<file path="src/rtl/ddr2_init_pkg.sv">
package ddr2_init_pkg;

  typedef enum logic [1:0] {
    FSM_IDLE  = 2'd0,
    FSM_ISSUE = 2'd1,
    FSM_WAIT  = 2'd2,
    FSM_DONE  = 2'd3
  } seq_state_e;

  typedef enum logic [2:0] {
    STEP_DLL_ON      = 3'd0,
    STEP_DLL_RESET   = 3'd1,
    STEP_PRECHARGE   = 3'd2,
    STEP_REFRESH_A   = 3'd3,
    STEP_REFRESH_B   = 3'd4,
    STEP_MODE_FINAL  = 3'd5,
    STEP_OCD_DEFAULT = 3'd6,
    STEP_OCD_EXIT    = 3'd7
  } seq_step_e;

  typedef struct packed {
    logic cs_n;
    logic ras_n;
    logic cas_n;
    logic we_n;
  } cmd_pins_t;

  localparam cmd_pins_t PINS_DESEL = 4'b1111;
  localparam cmd_pins_t PINS_MODE  = 4'b0000;
  localparam cmd_pins_t PINS_PRE   = 4'b0010;
  localparam cmd_pins_t PINS_REF   = 4'b0001;

  localparam logic [1:0] BANK_BASE = 2'b00;
  localparam logic [1:0] BANK_EXT1 = 2'b01;

  // payload bit positions decoded by the memory device
  localparam int MR_BL_LSB      = 0;
  localparam int MR_CL_LSB      = 4;
  localparam int MR_DLL_RST_BIT = 8;
  localparam int EMR_OCD_LSB    = 7;
  localparam int PRE_ALL_BIT    = 10;

endpackage

</file>
<file path="src/rtl/ddr2_init_rst_sync.sv">
module ddr2_init_rst_sync #(
  parameter int STAGES = 2
) (
  input  logic clk,
  input  logic rst_n,
  output logic rst_sync_n
);

  logic [STAGES-1:0] sync_q;

  always_ff @(posedge clk or negedge rst_n) begin
    if (!rst_n) begin
      sync_q <= '0;
    end else begin
      sync_q <= {sync_q[STAGES-2:0], 1'b1};
    end
  end

  assign rst_sync_n = sync_q[STAGES-1];

endmodule

</file>
<file path="src/rtl/ddr2_init_gap_timer.sv">
module ddr2_init_gap_timer #(
  parameter int CW = 8
) (
  input  logic          clk,
  input  logic          rst_n,
  input  logic          load_i,
  input  logic [CW-1:0] load_val_i,
  input  logic          run_i,
  output logic          expire_o
);

  logic [CW-1:0] cnt_q;
  logic [CW-1:0] cnt_d;
  logic          cnt_en;

  always_comb begin
    cnt_d  = cnt_q;
    cnt_en = 1'b0;
    if (load_i) begin
      cnt_d  = load_val_i;
      cnt_en = 1'b1;
    end else if (run_i && (cnt_q != '0)) begin
      cnt_d  = cnt_q - 1'b1;
      cnt_en = 1'b1;
    end
  end

  always_ff @(posedge clk or negedge rst_n) begin
    if (!rst_n) begin
      cnt_q <= '0;
    end else if (cnt_en) begin
      cnt_q <= cnt_d;
    end
  end

  assign expire_o = run_i && (cnt_q == {{(CW-1){1'b0}}, 1'b1});

endmodule

</file>
<file path="src/rtl/ddr2_init_cmd_enc.sv">
module ddr2_init_cmd_enc
  import ddr2_init_pkg::*;
#(
  parameter int ADDR_W = 13
) (
  input  logic              issue_i,
  input  seq_step_e         step_i,
  input  logic [2:0]        cas_lat_i,
  input  logic [2:0]        burst_len_i,
  output cmd_pins_t         pins_o,
  output logic [1:0]        ba_o,
  output logic [ADDR_W-1:0] addr_o
);

  logic [ADDR_W-1:0] mode_word;

  always_comb begin
    mode_word = '0;
    mode_word[MR_CL_LSB +: 3] = cas_lat_i;
    mode_word[MR_BL_LSB +: 3] = burst_len_i;
  end

  always_comb begin
    pins_o = PINS_DESEL;
    ba_o   = BANK_BASE;
    addr_o = '0;
    if (issue_i) begin
      unique case (step_i)
        STEP_DLL_ON: begin
          pins_o = PINS_MODE;
          ba_o   = BANK_EXT1;
        end
        STEP_DLL_RESET: begin
          pins_o = PINS_MODE;
          addr_o = mode_word;
          addr_o[MR_DLL_RST_BIT] = 1'b1;
        end
        STEP_PRECHARGE: begin
          pins_o = PINS_PRE;
          addr_o[PRE_ALL_BIT] = 1'b1;
        end
        STEP_REFRESH_A,
        STEP_REFRESH_B: begin
          pins_o = PINS_REF;
        end
        STEP_MODE_FINAL: begin
          pins_o = PINS_MODE;
          addr_o = mode_word;
        end
        STEP_OCD_DEFAULT: begin
          pins_o = PINS_MODE;
          ba_o   = BANK_EXT1;
          addr_o[EMR_OCD_LSB +: 3] = 3'b111;
        end
        STEP_OCD_EXIT: begin
          pins_o = PINS_MODE;
          ba_o   = BANK_EXT1;
        end
        default: begin
          pins_o = PINS_DESEL;
        end
      endcase
    end
  end

endmodule

</file>
<file path="src/rtl/ddr2_init_seq.sv">
module ddr2_init_seq
  import ddr2_init_pkg::*;
#(
  parameter int ADDR_W   = 13,
  parameter int LOCK_CYC = 200,
  parameter int TRFC_CYC = 26,
  parameter int TMRD_CYC = 2
) (
  input  logic              clk,
  input  logic              rst_n,
  input  logic              start_i,
  input  logic [2:0]        cas_lat_i,
  input  logic [2:0]        burst_len_i,
  output logic              cs_n_o,
  output logic              ras_n_o,
  output logic              cas_n_o,
  output logic              we_n_o,
  output logic [1:0]        ba_o,
  output logic [ADDR_W-1:0] addr_o,
  output logic              done_o
);

  localparam int MAX_A   = (LOCK_CYC > TRFC_CYC) ? LOCK_CYC : TRFC_CYC;
  localparam int MAX_GAP = (MAX_A > TMRD_CYC) ? MAX_A : TMRD_CYC;
  localparam int CW      = $clog2(MAX_GAP + 1);
  localparam logic [CW-1:0] LOCK_LD = CW'(LOCK_CYC - 1);
  localparam logic [CW-1:0] TRFC_LD = CW'(TRFC_CYC - 1);
  localparam logic [CW-1:0] TMRD_LD = CW'(TMRD_CYC - 1);

  logic       core_rst_n;
  seq_state_e state_q, state_d;
  seq_step_e  step_q, step_d;
  logic       fsm_en;
  logic       gap_load;
  logic [CW-1:0] gap_val;
  logic       gap_expire;
  cmd_pins_t  pins;

  ddr2_init_rst_sync #(.STAGES(2)) u_rst (
    .clk        (clk),
    .rst_n      (rst_n),
    .rst_sync_n (core_rst_n)
  );

  always_comb begin
    unique case (step_q)
      STEP_DLL_ON:    gap_val = LOCK_LD;
      STEP_REFRESH_A: gap_val = TRFC_LD;
      default:        gap_val = TMRD_LD;
    endcase
  end

  always_comb begin
    state_d  = state_q;
    step_d   = step_q;
    gap_load = 1'b0;
    unique case (state_q)
      FSM_IDLE, FSM_DONE: begin
        if (start_i) begin
          state_d = FSM_ISSUE;
          step_d  = STEP_DLL_ON;
        end
      end
      FSM_ISSUE: begin
        state_d  = FSM_WAIT;
        gap_load = 1'b1;
      end
      FSM_WAIT: begin
        if (gap_expire) begin
          if (step_q == STEP_OCD_EXIT) begin
            state_d = FSM_DONE;
          end else begin
            state_d = FSM_ISSUE;
            step_d  = seq_step_e'(step_q + 3'd1);
          end
        end
      end
      default: state_d = FSM_IDLE;
    endcase
  end

  assign fsm_en = (state_d != state_q);

  always_ff @(posedge clk or negedge core_rst_n) begin
    if (!core_rst_n) begin
      state_q <= FSM_IDLE;
      step_q  <= STEP_DLL_ON;
    end else if (fsm_en) begin
      state_q <= state_d;
      step_q  <= step_d;
    end
  end

  ddr2_init_gap_timer #(.CW(CW)) u_gap (
    .clk        (clk),
    .rst_n      (core_rst_n),
    .load_i     (gap_load),
    .load_val_i (gap_val),
    .run_i      (state_q == FSM_WAIT),
    .expire_o   (gap_expire)
  );

  ddr2_init_cmd_enc #(.ADDR_W(ADDR_W)) u_enc (
    .issue_i     (state_q == FSM_ISSUE),
    .step_i      (step_q),
    .cas_lat_i   (cas_lat_i),
    .burst_len_i (burst_len_i),
    .pins_o      (pins),
    .ba_o        (ba_o),
    .addr_o      (addr_o)
  );

  assign cs_n_o  = pins.cs_n;
  assign ras_n_o = pins.ras_n;
  assign cas_n_o = pins.cas_n;
  assign we_n_o  = pins.we_n;
  assign done_o  = (state_q == FSM_DONE);

endmodule

</file>
<file path="config.mk">
export PLATFORM = sky130hd
export DESIGN_NAME = ddr2_init_seq
export DESIGN_NICKNAME = d
export VERILOG_FILES = /design/src/rtl/ddr2_init_pkg.sv /design/src/rtl/ddr2_init_rst_sync.sv /design/src/rtl/ddr2_init_gap_timer.sv /design/src/rtl/ddr2_init_cmd_enc.sv /design/src/rtl/ddr2_init_seq.sv
export SDC_FILE = /design/constraint.sdc
export NUM_CORES = 1
export LEC_CHECK = 0
export BUFFER_PORTS_ARGS = -buffer_cell sky130_fd_sc_hd__buf_2
export CAP_MARGIN = 10
export CORE_MARGIN = 2
export CORE_UTILIZATION = 52
export DETAILED_ROUTE_END_ITERATION = 8
export PLACE_DENSITY = 0.77
export SETUP_SLACK_MARGIN = 0.4
export SYNTH_ARGS = -nofsm -noshare
export SYNTH_HDL_FRONTEND = slang
export SYNTH_SLANG_ARGS = --single-unit
</file>
<file path="constraint.sdc">
create_clock -name clk -period 2 [get_ports clk]
set_clock_uncertainty 0.1 [all_clocks]
set_input_delay 0.2 -clock clk [delete_from_list [all_inputs] [get_ports clk]]
set_output_delay 0.2 -clock clk [all_outputs]
set_load 0.01 [all_outputs]
</file>
==> results of run 1 <==
synth_stat cells, types with 2 or more instances:
cell type / n / area, um^2
a211oi_1: 3 / 22.5
a21boi_0: 4 / 30.0
a21oi_1: 2 / 10.0
a22o_1: 2 / 17.5
and3_1: 8 / 50.1
buf_4: 6 / 45.0
clkbuf_1: 4 / 15.0
conb_1: 2 / 7.51
dfrtp_1: 15 / 375
ha_1: 12 / 150
inv_1: 10 / 37.5
mux2_2: 2 / 22.5
mux2i_1: 3 / 30.0
nand2_1: 6 / 22.5
nand3_1: 2 / 10.0
nor2_1: 7 / 26.3
nor3b_1: 2 / 15.0
nor4_1: 2 / 12.5
o21a_1: 2 / 15.0
o21ai_0: 6 / 30.0
xnor2_1: 2 / 17.5
xor2_1: 5 / 43.8
kinds of logic after synthesis:
group	count (synthesis)
DFF	15
and+or+nand+nor	34
other	2
muxes	6
xor gates and xnor gates	7
AOI/OAI and AO/OA	26
adders and majority gates	12
buffers and inverters	20
timing repair:
item | CTS
buffers inserted | 15
gates resized for setup | 43
hold buffers | 1
endpoints found under the setup margin | 27
pin swaps | 10
endpoints found under the hold margin | 2
gates cloned | 1
stage by stage:
stage               instances  utilization [%]  hold slack, ns  worst slack, ns  area [um^2]
CTS                       196             84.5           0.103            0.130         1710
detailed placement        175             67.5          -0.111           0.0462         1360
global placement          175             67.5          -0.115           0.0820         1360
floorplan                 125                -          -0.196            0.166         1210
==> reports/summary.log, run 1 <==
INFO  place          portBuffers=24
INFO  logic_synthesis synthesis.area_per_instance=9.36um^2
INFO  clock_network  cts-buffers-inserted=3
INFO  clock_network  cts_sinks=15
INFO  run_status     run_status=did not finish
INFO  clock_network  htree_levels=1
INFO  die            placementRows=16
INFO  logic_synthesis synthesis_stage_register_bit_count=15
INFO  logic_synthesis synth_warnings=0
INFO  logic_synthesis synth_mux_area_share=5.91%
INFO  logic_synthesis synth_flop_cell=dfrtp_1
INFO  global_route   antenna_violations_before_repair=0
INFO  run_status     toolErrorMsg=[ERROR DPL-0033] detailed placement checks failed during check placement.
INFO  run_status     failing_step=global routing (5_1_grt)
INFO  die            initial_util=56.5%
INFO  sta            worstEpCategory=register data pin
INFO  logic_synthesis yosysSeqAreaShare=32.9%
INFO  die            io_pins=29
INFO  logic_synthesis synth_simple_gate_area_share=17.2%
INFO  logic_synthesis synthesis.area=1140um^2
INFO  logic_synthesis fraction_of_the_mapped_netlist_area_in_adder_cells=13.1%
INFO  place          dp_hpwl=1.97mm
INFO  logic_synthesis synthArstFlopShare=100%
INFO  die            die_x=50.9um
INFO  logic_synthesis synth_top_family_by_area=simple AND/OR/NAND/NOR gates
INFO  logic_synthesis synth_cells=122
INFO  clock_network  clock_tree.buffer_depth=2
INFO  logic_synthesis complex_gate_fraction_of_the_synthesized_area=16.3%
INFO  logic_synthesis synth_xor_xnor_area_share=5.37%
INFO  place          globalplace.congestion=0.865
INFO  logic_synthesis ys_types=37
INFO  global_route   grt_max_degree=14
INFO  sta            grt_repair_worst_endpoint=step_q[0]$_DFFE_PN0P_/D
INFO  clock_network  cts_root_buf=clkbuf_4
INFO  die            die_ht=50.9um
INFO  logic_synthesis synth-edff-count=0
==> run 2: changes to the inputs <==
- CORE_AREA: default -> 2 2 63 65
- CORE_MARGIN: 2 -> default
- CORE_UTILIZATION: 52 -> default
- DIE_AREA: default -> 0 0 65 67
- PLACE_DENSITY: 0.77 -> default
- PLACE_DENSITY_LB_ADDON: default -> 0.15
- SETUP_SLACK_MARGIN: 0.4 -> default
==> run 2 against run 1 <==
The flow now finishes without violations. Synthesized area stayed put. Synthesized cell count stayed put.
==> reports/summary.log, run 2 <==
INFO  worst_setup_path worstSetupStartpointType=flop
INFO  die            die_x=65um [+28%]
INFO  drt            detailedRoute.firstPassIterationCount=4
INFO  global_route   gr_util_all_layers=12.7%
INFO  sta            grt_setup_unrepaired=true
INFO  logic_synthesis synth-edff-count=0 [unchanged]
INFO  sta            setup-violations-final=0
INFO  clock_network  clock_tree.buffer_depth=2 [unchanged]
INFO  layout         share_of_layout_cells_above_drive_strength_1=40.6%
INFO  logic_synthesis yosysSeqAreaShare=32.9% [unchanged]
INFO  clock_network  cts_sinks=15 [unchanged]
INFO  worst_setup_path worstReg2RegStart=state_q[1]
INFO  logic_synthesis synthesis.area_per_instance=9.36um^2 [unchanged]
INFO  worst_setup_path regToRegEndpoint=step_q[0]
INFO  worst_setup_path timing.reg2reg.setup_slack=0.01ns
INFO  sta            fin_tns_setup=0ns
INFO  power_and_ir_drop pleak=0.000753uW
INFO  place          dpl_cell_area=1390um^2 [+2.2%]
INFO  logic_synthesis synth_warnings=0 [unchanged]
INFO  logic_synthesis post_synth_most_frequent_cells=dfrtp_1, ha_1, inv_1, and3_1, nor2_1
INFO  die            initial_util=31.7% [-25 points]
INFO  worst_setup_path worst-setup-path-type=flop to flop
INFO  layout         post-route-cell-area=1520um^2
INFO  logic_synthesis top_count_cell_post_synth=dfrtp_1
INFO  die            die_ht=67um [+32%]
INFO  drt            avgRoutedWirePerCell=12.8um
INFO  worst_setup_path end_kind=flop
INFO  drt            vias=976
INFO  die            floorplan.die_area=4360um^2
INFO  clock_network  post_cts.repair.setup_buffers=0 [-15]
INFO  sta            timing_hold_violations_final=0
INFO  layout         area_delta_synth_final=33.3%
INFO  logic_synthesis post-synth-top-area-cell=dfrtp_1
INFO  drt            detail_route.vias_per_cell=4.69
INFO  layout         final_cell_mix=buf_2, buf_4, dfrtp_1, and3_1, ha_1
INFO  drt            wl=2.66mm
INFO  layout         utilization=42.2%
INFO  global_route   antenna_violations_before_repair=0
INFO  sta            slew_viol_final=0
INFO  worst_setup_path crit_path_end=step_q[0]
INFO  logic_synthesis synthesis.area=1140um^2 [unchanged]
INFO  sta            layout_min_cycle_time=1.99ns
INFO  layout         num-nets-final=182
INFO  worst_setup_path r2r.worst_path.cells=8
INFO  drt            first_iter_violations=43
INFO  clock_network  tritoncts=yes
INFO  logic_synthesis ys_types=37 [unchanged]
INFO  layout         registers.top_by_ff_count=u_gap.cnt_q
INFO  global_route   vias_in_the_first_global_route=926
INFO  run            maxCapViolations=0
INFO  power_and_ir_drop cellPowerDensity=375nW/um^2
INFO  place          dp_hpwl=1.98mm [+0.53%]
INFO  run_status     run_status=complete, no violations
INFO  layout         final.fill_count=371
INFO  logic_synthesis synth_cells=122 [unchanged]
INFO  clock_network  clock_insertion_delay_worst_skew=0.25ns
INFO  worst_setup_path crit_required=2.03ns
INFO  worst_setup_path critPathMaxFanout=5
INFO  logic_synthesis synthArstFlopShare=100% [unchanged]
INFO  logic_synthesis synth_flop_cell=dfrtp_1
INFO  die            core_region_area=3610um^2
INFO  drt            antenna_violating_nets_post_route=0
INFO  sta            slew-limit-headroom=62.4%
INFO  clock_network  cts.clk_slew.worst_paths=0.07ns
INFO  clock_network  htree_levels=1 [unchanged]
INFO  logic_synthesis synthesis_stage_register_bit_count=15 [unchanged]
INFO  global_route   grt_max_degree=14
INFO  clock_network  cts-buffers-inserted=3 [unchanged]
INFO  sta            worstMarginPinSlew=0.563ns
INFO  layout         antenna_cells=0
INFO  logic_synthesis synth.area.top_cells=dfrtp_1, ha_1, and3_1, buf_4, xor2_1
INFO  worst_setup_path critPathArrivalTime=2.01ns
INFO  layout         largest_reg_flops=8
INFO  layout         layout_commonest_cell=buf_2
INFO  place          portBuffers=24 [unchanged]
INFO  clock_network  cts_root_buf=clkbuf_8
INFO  logic_synthesis synth_top_area_share=32.9% [unchanged]
INFO  worst_setup_path crit_start=state_q[1]
INFO  sta            timing.final.crit_share=99.3%
INFO  die            placementRows=22 [+6]
INFO  global_route   grt_pass1_wl=4.26mm
INFO  layout         biggestRegsByFlops=u_gap.cnt_q: 8 flops, step_q: 3 flops
INFO  sta            max_clk_rate=503MHz
INFO  worst_hold_path worstHoldPathType=flop to async pin
INFO  place          globalplace.congestion=0.830 [-4.1%]
INFO  die            io_pins=29 [unchanged]
INFO  global_route   grt_remaining_overflow=0
INFO  drt            drc_errors=0
INFO  power_and_ir_drop vdd.ir_drop.worst=371uV
-- run 2: cell counts after synthesis --
Identical to the previous run, type by type.
-- run 2: worst min path at each step --
stage / endpoint
2_1_floorplan: u_rst.sync_q[0]
3_3_place_gp: u_rst.sync_q[1]
3_5_place_dp: u_rst.sync_q[1]
4_1_cts: state_q[0]
5_1_grt: state_q[0]
6_report: u_gap.cnt_q[0]
-- run 2: cell type report --
| type | instances | area (um^2) | share of cell area, % |
|---|---|---|---|
| Multi-Input combinational cell | 90 | 749 | 49.2 |
| Clock inverter | 1 | 5.00 | 0.329 |
| Tap cell | 48 | 60.1 | 3.94 |
| Timing Repair Buffer | 41 | 250 | 16.4 |
| Clock buffer | 3 | 41.3 | 2.71 |
| Sequential cell | 15 | 375 | 24.7 |
| Inverter | 10 | 41.3 | 2.71 |
-- run 2: routing by layer --
metal	GRT usage, %	share of wire [%]	wire length (um)	vias to the layer above
li1	-	-	-	490
met1	17.5	47	1260	471
met2	20.2	50	1330	11
met3	3.04	1.8	48	4
met4	2.39	1.1	30	0
met5	0	0	0	-
-- run 2: kinds of logic (layout without fill, tap and decap cells) --
| group | count (synthesis) | count (layout) | synth area share (%) |
|---|---|---|---|
| adders and majority gates | 12 | 12 | 13.1 |
| other | 2 | 5 | 0.657 |
| xor gates and xnor gates | 7 | 7 | 5.37 |
| buffers and inverters | 20 | 55 | 8.54 |
| and+or+nand+nor | 34 | 34 | 17.2 |
| muxes | 6 | 6 | 5.91 |
| DFF | 15 | 15 | 32.9 |
| AOI/OAI and AO/OA | 26 | 26 | 16.3 |
-- run 2: report_power, final --
part,internal [uW],leakage [uW],switching [uW]
combinational,6.66,0.000553,6.42
sequential,305,0.000174,5.52
clock,138,0.0000255,110
total,450,0.000753,122
-- run 2: critical path, stage by stage, from the launching register on --
cell and delay [ns]:
dfrtp_1 0.42, inv_1 0.09, ha_2 0.25, inv_1 0.09
a211oi_2 0.25, o32ai_2 0.13, nor4b_4 0.15, buf_4 0.14
mux2_2 0.25
-- run 2: timing repair --
item / 4_1_cts / 5_1_grt
hold endpoints to repair: 2 / 0
hold buffers: 1 / 0
pin swaps: 0 / 3
cloned: 0 / 0
endpoints found under the setup margin: 4 / 9
resized for setup: 3 / 15
-- run 2: metrics by stage --
stage               hold slack, ns  setup slack [ns]  power, uW  instances
finish                       0.133            0.0137        572        208
floorplan                   -0.196           0.00526        324        125
CTS                          0.139            0.0159        585        208
global placement            -0.114           -0.0116        328        203
global route                 0.159           -0.0675        600        208
detailed placement          -0.112          -0.00583        329        203
Power figures use the tool's default switching activity.
